==> src/rtl/ctlcell_pkg.sv <==
package ctlcell_pkg;
    localparam int WORD_W      = 32;
    localparam int MAX_PAIRS   = 8;
    localparam int HDR_WORDS   = 3;
    localparam int CELL_WORDS  = HDR_WORDS + 2 * MAX_PAIRS + 1;
    localparam int IDX_W       = $clog2(CELL_WORDS);
    localparam int PIDX_W      = $clog2(MAX_PAIRS + 1);
    localparam int PSEL_W      = $clog2(MAX_PAIRS);
    localparam int CNT_FIELD_W = 8;
    localparam int WORD_CTL    = 1;
    localparam int WORD_CNT    = 2;
    localparam int WORD_CKS    = CELL_WORDS - 1;

    typedef logic [WORD_W-1:0] word_t;

    typedef struct packed {
        logic [7:0]            id;
        logic [7:0]            opcode;
        logic [14-MAX_PAIRS:0] rsvd;
        logic                  bank;
        logic [MAX_PAIRS-1:0]  wmask;
    } ctl_word_t;

    typedef enum logic [1:0] {ST_RECV, ST_DECIDE, ST_MEM, ST_SEND} state_e;

    function automatic logic [IDX_W-1:0] addr_slot(input logic [PIDX_W-1:0] p);
        return IDX_W'(HDR_WORDS + 2 * int'(p));
    endfunction
endpackage

==> src/rtl/ctlcell_rx.sv <==
module ctlcell_rx
    import ctlcell_pkg::*;
(
    input  logic             clk,
    input  logic             rst,
    input  logic             take,
    input  word_t            word,
    output logic [IDX_W-1:0] idx,
    output logic             last,
    output logic             sum_ok
);
    word_t acc;

    assign last   = take && (idx == IDX_W'(WORD_CKS));
    assign sum_ok = (acc == word);

    always_ff @(posedge clk) begin
        if (rst) begin
            idx <= '0;
            acc <= '0;
        end else if (take) begin
            if (last) begin
                idx <= '0;
                acc <= '0;
            end else begin
                idx <= idx + 1'b1;
                acc <= acc ^ word;
            end
        end
    end
endmodule

==> src/rtl/ctlcell_memseq.sv <==
module ctlcell_memseq
    import ctlcell_pkg::*;
(
    input  logic              clk,
    input  logic              rst,
    input  logic              start,
    input  logic [PIDX_W-1:0] count,
    input  logic              ack,
    output logic              req,
    output logic [PIDX_W-1:0] pidx,
    output logic              done
);
    logic              busy;
    logic [PIDX_W-1:0] cnt_q;

    assign req  = busy && (pidx < cnt_q);
    assign done = busy && (pidx >= cnt_q);

    always_ff @(posedge clk) begin
        if (rst) begin
            busy  <= 1'b0;
            pidx  <= '0;
            cnt_q <= '0;
        end else if (start) begin
            busy  <= 1'b1;
            pidx  <= '0;
            cnt_q <= count;
        end else if (done) begin
            busy <= 1'b0;
        end else if (req && ack) begin
            pidx <= pidx + 1'b1;
        end
    end
endmodule

==> src/rtl/ctlcell_proc.sv <==
module ctlcell_proc
    import ctlcell_pkg::*;
#(
    parameter logic [7:0] MODULE_ID = 8'h2A,
    parameter int         ADDR_W    = 16
) (
    input  logic              clk,
    input  logic              rst,
    input  logic              in_valid,
    input  logic [31:0]       in_data,
    output logic              in_ready,
    output logic              out_valid,
    output logic [31:0]       out_data,
    output logic              mem_req,
    output logic              mem_we,
    output logic              mem_bank,
    output logic [ADDR_W-1:0] mem_addr,
    output logic [31:0]       mem_wdata,
    input  logic              mem_ack,
    input  logic [31:0]       mem_rdata
);
    word_t             cell_q [CELL_WORDS];
    state_e            st;
    logic              resp_q;
    logic              cks_ok_q;
    logic [IDX_W-1:0]  tx_idx;

    logic              take, rx_last, rx_ok;
    logic [IDX_W-1:0]  rx_idx;
    logic              seq_start, seq_done;
    logic [PIDX_W-1:0] pidx;
    logic [IDX_W-1:0]  slot_a, slot_d;
    ctl_word_t         ctl;
    logic [CNT_FIELD_W-1:0] cnt_field;
    logic              id_hit, count_ok;
    word_t             fold;

    assign in_ready  = (st == ST_RECV);
    assign take      = in_valid && in_ready;
    assign ctl       = ctl_word_t'(cell_q[WORD_CTL]);
    assign cnt_field = cell_q[WORD_CNT][CNT_FIELD_W-1:0];
    assign id_hit    = (ctl.id == MODULE_ID);
    assign count_ok  = (cnt_field <= CNT_FIELD_W'(MAX_PAIRS));
    assign seq_start = (st == ST_DECIDE) && id_hit && cks_ok_q && count_ok;

    ctlcell_rx u_rx (
        .clk(clk), .rst(rst), .take(take), .word(in_data),
        .idx(rx_idx), .last(rx_last), .sum_ok(rx_ok)
    );

    ctlcell_memseq u_seq (
        .clk(clk), .rst(rst), .start(seq_start),
        .count(cnt_field[PIDX_W-1:0]), .ack(mem_ack),
        .req(mem_req), .pidx(pidx), .done(seq_done)
    );

    assign slot_a    = addr_slot(pidx);
    assign slot_d    = slot_a + 1'b1;
    assign mem_addr  = cell_q[slot_a][ADDR_W-1:0];
    assign mem_wdata = cell_q[slot_d];
    assign mem_we    = ctl.wmask[pidx[PSEL_W-1:0]];
    assign mem_bank  = ctl.bank;

    always_comb begin
        fold = '0;
        for (int i = 0; i < WORD_CKS; i++) fold = fold ^ cell_q[i];
    end

    assign out_valid = (st == ST_SEND);
    assign out_data  = (resp_q && tx_idx == IDX_W'(WORD_CKS)) ? fold : cell_q[tx_idx];

    always_ff @(posedge clk) begin
        if (take) cell_q[rx_idx] <= in_data;
        if (seq_start) begin
            for (int p = 0; p < MAX_PAIRS; p++) begin
                if (p >= int'(cnt_field)) begin
                    cell_q[HDR_WORDS + 2 * p]     <= '0;
                    cell_q[HDR_WORDS + 2 * p + 1] <= '0;
                end
            end
        end
        if (mem_req && mem_ack && !mem_we) cell_q[slot_d] <= mem_rdata;
    end

    always_ff @(posedge clk) begin
        if (rst) begin
            st       <= ST_RECV;
            resp_q   <= 1'b0;
            cks_ok_q <= 1'b0;
            tx_idx   <= '0;
        end else begin
            unique case (st)
                ST_RECV: if (rx_last) begin
                    st       <= ST_DECIDE;
                    cks_ok_q <= rx_ok;
                end
                ST_DECIDE: begin
                    tx_idx <= '0;
                    if (!id_hit) begin
                        resp_q <= 1'b0;
                        st     <= ST_SEND;
                    end else if (seq_start) begin
                        resp_q <= 1'b1;
                        st     <= ST_MEM;
                    end else begin
                        st <= ST_RECV;
                    end
                end
                ST_MEM: if (seq_done) st <= ST_SEND;
                ST_SEND: begin
                    tx_idx <= tx_idx + 1'b1;
                    if (tx_idx == IDX_W'(WORD_CKS)) st <= ST_RECV;
                end
                default: st <= ST_RECV;
            endcase
        end
    end
endmodule

==> config.mk <==
export PLATFORM = sky130hd
export DESIGN_NAME = ctlcell_proc
export DESIGN_NICKNAME = d
export VERILOG_FILES = /design/src/rtl/ctlcell_pkg.sv /design/src/rtl/ctlcell_rx.sv /design/src/rtl/ctlcell_memseq.sv /design/src/rtl/ctlcell_proc.sv
export SDC_FILE = /design/constraint.sdc
export NUM_CORES = 2
export LEC_CHECK = 0
export BUFFER_PORTS_ARGS = -buffer_cell sky130_fd_sc_hd__buf_4
export CORE_ASPECT_RATIO = 0.5
export CORE_MARGIN = 5
export CORE_UTILIZATION = 45
export CTS_CLUSTER_DIAMETER = 60
export DETAILED_ROUTE_END_ITERATION = 6
export GPL_ROUTABILITY_DRIVEN = 0
export PLACE_DENSITY = 0.63
export SYNTH_ARGS = -nofsm -noshare
export SYNTH_HDL_FRONTEND = slang
export SYNTH_SLANG_ARGS = --single-unit
==> constraint.sdc <==
create_clock -name clk -period 6.25 [get_ports clk]
set_clock_uncertainty 0.1 [all_clocks]
set_input_delay 0.625 -clock clk [delete_from_list [all_inputs] [get_ports clk]]
set_output_delay 0.625 -clock clk [all_outputs]
set_load 0.05 [all_outputs]
# Word-level counts from Yosys, hierarchy flattened
# Memories as Yosys holds them, arrays and structs flattened. A register that Yosys moved wholly into a read port is not among the register bits.
# Cells that the tools add are included.
# word_totals
elab_cells	127
output_inout_bits	85
in_bits	68
ramBits	640
reg_bits	55
memories	1
# op_classes
mux	49
n_reduce_logical	20
magnitude_cmp	12
addsub	5
bitwise	20
eq_ne	11
# mem_list
memory	depth	word_bits	read_ports	rd_ports_with_merged_regs	write_ports	line_no	source
cell_q	20	32	22	1	17	ctlcell_proc.sv:22	word_t cell_q [CELL_WORDS];
# op_table
cell	n
XOR 32 bit	19
two-way mux 32 bit	3
two-way mux 1 bit	34
equality test 32 bit	1
>= comparator 3 x 8 -> 1 bit, first input constant	4
OR reduction 32 bit	1
two-way mux 5 bit	4
>= comparator 1 x 8 -> 1 bit, first input constant	2
>= comparator 2 x 8 -> 1 bit, first input constant	2
adder 5 x 1 -> 5 bit, second input constant	3
equality test 5 bit, second input constant	2
logical AND 1 bit	10
two-way mux 2 bit	5
case mux 5 bit (2 select lines)	1
equality test 8 x 6 -> 1 bit, second input constant	1
<= comparator 8 x 4 -> 1 bit, second input constant	1
case mux 2 bit (4 select lines)	1
AND reduction 2 bit	3
adder 2 x 5 -> 5 bit, first input constant	1
adder 4 x 1 -> 4 bit, second input constant	1
equality test 2 bit, second input constant	2
>= comparator 4 bit	1
less-than comparator 3 x 4 -> 1 bit, second input constant	1
less-than comparator 4 bit	1
other kinds (10)	13

# Logic depth before layout (Yosys ltp)
# logic_depth
ltp_word	19
ltp_mapped	11
mapped_depth_nobuf	7

# Hierarchy
# Synthesis repeated with hierarchy kept, for this count alone.
# unflattened
cells_unflattened	4188
area_unflattened_um2	62515.0
# by_module_without_submodules
mod	cells_each	seq_area_each_um2	area_each_um2	n_inst
ctlcell_proc	3887	31029.8	59889.9	1
ctlcell_rx	245	740.7	2087.0	1
ctlcell_memseq	56	180.2	538.0	1

# Worst setup path before layout
# No wires, ideal clock.
# synth_path
path_type	input port to flip-flop
startpoint	input in_valid
endpoint	memory cell_q[13][0] (netlist name), enable pin
slack_ns	1.869
setup_ns	0.466
path_buffers	2
arrival_ns	3.815
required_time_ns	5.684
path_stages	5
cell_sequence	nor3b_1 -> clkbuf_1 -> clkbuf_1 -> nand2_1 -> o21ai_0
# synth_rtl
item	line_no	source
start, declared	ctlcell_proc.sv:9	input logic in_valid,
end, declared	ctlcell_proc.sv:22	

==> results.md <==
STA:
- The actual transition at the worst max-transition pin is 1490 ps.
- Setup repair after global routing left no endpoint under its margin.
- The number of setup violations in the final report is 0.
- The highest attainable clock frequency is 203 MHz.
- The post-layout minimum cycle time is 4930 ps.
- The number of max-slew violations in the final report came to 0.
- The relative slew slack is 0.628%.
- The final-layout setup total negative slack is 0 ps.
- The number of hold-slack violations in the final timing report is 0.
- On the final layout, the worst hold slack is 89.6 ps.
- The final period utilization is 78.9%.
- After layout, the worst setup slack is 1320 ps.

Clock tree:
- The number of clock buffers inserted by TritonCTS is 105.
- The CTS tree is yes.
- For this design, the CTS-stage hold fixing added 0 buffers.
- The clock net in this run drives a total of 1084 sinks.
- The maximum buffer depth of the clock tree is 3.
- The clock root buffer is sky130_fd_sc_hd__clkbuf_16.
- The clock tree synthesis step divided the H-tree into 3 levels.
- The clock latency reported for the late side of the worst-skew pair is 750 ps.
- The clock-pin transition on the worst setup and hold timing paths is 70 ps.
- In this run the post-CTS setup repair buffer count came out at 0.
- The post-cts repair resize count is 0.

Worst hold path:
- The number of cells on the worst hold path is 1.
- The tightest min-delay check is of the in -> reg type.

Drt:
- The violation count after the first detailed-route iteration is 6977.
- After detailed routing, the average wire length per cell comes to 39.3 µm.
- For this run, design rule violations remaining after detail routing come to 1.
- The number of detailed-routing iterations run before antenna repair is 7.
- Detailed routing inserted a total of 42.0k vias.
- The post-route antenna net violation count is 0.
- After detailed routing, the number of vias per cell comes to 7.04.
- After detailed routing, the total wire length is 235000 µm.

Pwr:
- The portion of total power attributed to sequential cells is 50.3%.
- Summed over all nets, the switching power comes to 0.00374 W.
- In this run switching power makes up 23.3% of total power.
- In this run the power density over the cells is 236 nW/µm².
- The internal power contribution is 0.0123 W.
- The leakage power figure is 23.1 nW.
- Summing internal, switching and leakage power gives 0.0161 W.
- The portion of total power attributed to combinational logic is 6.7%.
- The clock network accounts for 43.1% of the total power.
- The maximum vdd ir drop is 0.211 mV.

Logic synthesis:
- During synthesis, Yosys emitted a total of 0 warnings.
- The sequential fraction of the synthesis area is 52.2%.
- The flip-flop and latch count after synthesis is 1084.
- The area share of the largest cell type after synthesis is 50.3%.
- The commonest cells after synthesis are sky130_fd_sc_hd__edfxtp_1, sky130_fd_sc_hd__mux4_2, sky130_fd_sc_hd__xnor2_1.
- The most instantiated library cell after synthesis is sky130_fd_sc_hd__edfxtp_1.
- Dividing the synthesized area by the synthesized cell count gives 15.2 µm².
- Yosys mapped the design onto 69 distinct sky130hd cell types.
- The primary flip-flop cell chosen by synthesis mapping is sky130_fd_sc_hd__edfxtp_1.
- The area of the mapped netlist is 61200 µm².
- The share of async-settable or async-resettable flops after synthesis is 0%.
- Sorting the synthesized cells by area gives the leading types as sky130_fd_sc_hd__edfxtp_1, sky130_fd_sc_hd__mux4_2, sky130_fd_sc_hd__xnor2_1.
- Synthesis produced a netlist with a net count of 4105.
- The number of enable flip-flop cells after synthesis is 1024.
- The count of mapped cells out of synthesis is 4026.
- The cell taking the most area after synthesis is sky130_fd_sc_hd__edfxtp_1.

Global routing:
- Entering global routing, the biggest net connects 101 pins.
- Across every metal layer, demand over resource in global routing totals 31.9%.
- The first global-routing pass estimated 324000 µm of wire.
- The number of global-route vias before repair is 40.6k.
- The number of antenna violations at the first check in global routing is 5.
- The overflow left after global routing is 0.

Critical path:
- The category of the most critical setup path is reg -> out.
- The endpoint arrival time on the critical path is 4210 ps.
- STA classifies the critical path startpoint as a register.
- The data required time at the worst endpoint is 5520 ps.
- The kind of capture point of the worst setup path is a primary output.
- Across all register-to-register paths, the minimum setup slack is 1390 ps.
- Along the worst path, the maximum fanout reaches 48.
- The worst reg2reg path depth is 7.

Die:
- The number of rows created at floorplan is 95.
- The die covers 144000 µm².
- The die is 271 µm tall.
- The die is 531 µm wide.
- The total I/O pin count is 153.
- The initial standard-cell utilization of the core is 45.4%.
- The floorplan step defined a core boundary enclosing 135000 µm².

Placement:
- Before CTS, the worst setup slack after placement is 1620 ps.
- The HPWL after detailed placement is 136000 µm.
- Input and output buffers added on the ports amount to 152.

Status:
- The checks that failed: DRC.
- The flow ran to the end, but the final reports show violations.

Cells and area:
- The post-route netlist has 27.6% of its cells at a drive strength greater than 1.
- The final design utilization is 50.7%.
- The layout net count is 4155.
- The area growth from synthesis to layout is 11.6%.

Run:
- Across the run, the number of max-cap violations was 0.
state kept, by name, indices dropped and copies added (netlist names), named ones only:
signal,cells
u_seq.cnt_q,4
u_seq.busy,1
tx_idx,5
resp_q,1
st,1
cell_q,1024
u_rx.idx,5
u_seq.pidx,4
u_rx.acc,32
cks_ok_q,1
stage by stage:
stage | cell area, µm² | cells
floorplan | 61200 | 4026
global placement | 64700 | 5763
detailed placement | 64700 | 5763
CTS | 68300 | 5958
global route | 68300 | 5958
finish | 68300 | 5964
cell usage in the layout, fill, tap and decap left out, types with 12 or more instances in the layout:
cell,Yosys,routed
sky130_fd_sc_hd__nor2_1,139,129
sky130_fd_sc_hd__a22oi_1,68,68
sky130_fd_sc_hd__clkinv_1,41,60
sky130_fd_sc_hd__or4_1,12,12
sky130_fd_sc_hd__buf_4,17,241
sky130_fd_sc_hd__clkbuf_16,0,109
sky130_fd_sc_hd__mux2_4,29,29
sky130_fd_sc_hd__o21ai_0,78,70
sky130_fd_sc_hd__mux2i_1,387,387
sky130_fd_sc_hd__buf_12,0,14
sky130_fd_sc_hd__mux2_2,124,124
sky130_fd_sc_hd__a21oi_1,140,140
sky130_fd_sc_hd__xnor2_1,450,450
sky130_fd_sc_hd__or3_1,17,16
sky130_fd_sc_hd__bufinv_16,0,18
sky130_fd_sc_hd__clkinv_2,0,21
sky130_fd_sc_hd__o31ai_1,32,32
sky130_fd_sc_hd__inv_1,101,101
sky130_fd_sc_hd__nand3_1,81,74
sky130_fd_sc_hd__xnor3_1,32,32
sky130_fd_sc_hd__dfxtp_1,60,55
sky130_fd_sc_hd__a221oi_1,32,32
sky130_fd_sc_hd__nand2b_1,17,17
sky130_fd_sc_hd__clkbuf_1,188,15
sky130_fd_sc_hd__mux4_2,500,500
sky130_fd_sc_hd__nand2_1,149,144
sky130_fd_sc_hd__edfxtp_1,1024,1024
sky130_fd_sc_hd__xor2_1,74,72
cell families after synthesis:
kind of cell,after synthesis,share of synthesized area [%]
DFF,1084,52.2
muxes,1048,27.9
xor gates and xnor gates,560,8.80
and+or+nand+nor,485,3.88
buffers and inverters,454,3.06
AOI/OAI and AO/OA,384,3.93
adders and majority gates,11,0.225
worst paths after layout:
check | startpoint | to
min reg2reg | u_rx.acc[19]$_SDFFE_PP0P_ | u_rx.acc[19]$_SDFFE_PP0P_
max reg2reg | u_seq.pidx[3]$_SDFFE_PP0P_ | cell_q[4][7]$_DFFE_PP_
min | in_data[18] | cell_q[23][18]$_DFFE_PP_
max | register | out_data[22]
power groups by stage:
stage / registers, W / clock network, W / logic, W
after floorplan: 0.00821 / 0 / 0.000668
after global placement: 0.00824 / 0 / 0.00102
after detailed placement: 0.00824 / 0 / 0.00105
after CTS: 0.00808 / 0.00694 / 0.00105
after global routing: 0.00809 / 0.00724 / 0.00114
final: 0.00809 / 0.00693 / 0.00108
layer usage:
| metal | track usage (%) | share of wire [%] | up-vias |
|---|---|---|---|
| met5 | 0.296 | 0.026 | - |
| met4 | 11.2 | 4.1 | 2 |
| met3 | 11.1 | 16 | 518 |
| met2 | 45.8 | 42 | 3577 |
| met1 | 45.0 | 38 | 22000 |
| li1 | - | - | 15900 |
area by class of cell:
| cell class | count | area [µm²] |
|---|---|---|
| clock inverters | 69 | 818 |
| flip-flops and latches | 1084 | 32000 |
| repair buffers | 255 | 2090 |
| diodes | 6 | 15.0 |
| multi-input cells | 2488 | 27800 |
| clock buffers | 126 | 2810 |
| well taps | 1794 | 2240 |
| fillers | 11200 | 66400 |
| inverters | 142 | 533 |
critical path: stages, from the launching register on:
cell                       delay [ps]
sky130_fd_sc_hd__dfxtp_4         1000
sky130_fd_sc_hd__and2_2          1100
sky130_fd_sc_hd__buf_4            450
sky130_fd_sc_hd__a221oi_1         140
sky130_fd_sc_hd__nand2_1          160
sky130_fd_sc_hd__nand3_1           80
sky130_fd_sc_hd__o21ai_0          220
sky130_fd_sc_hd__buf_4            280
No activity file was read; power rests on OpenSTA's default activity.
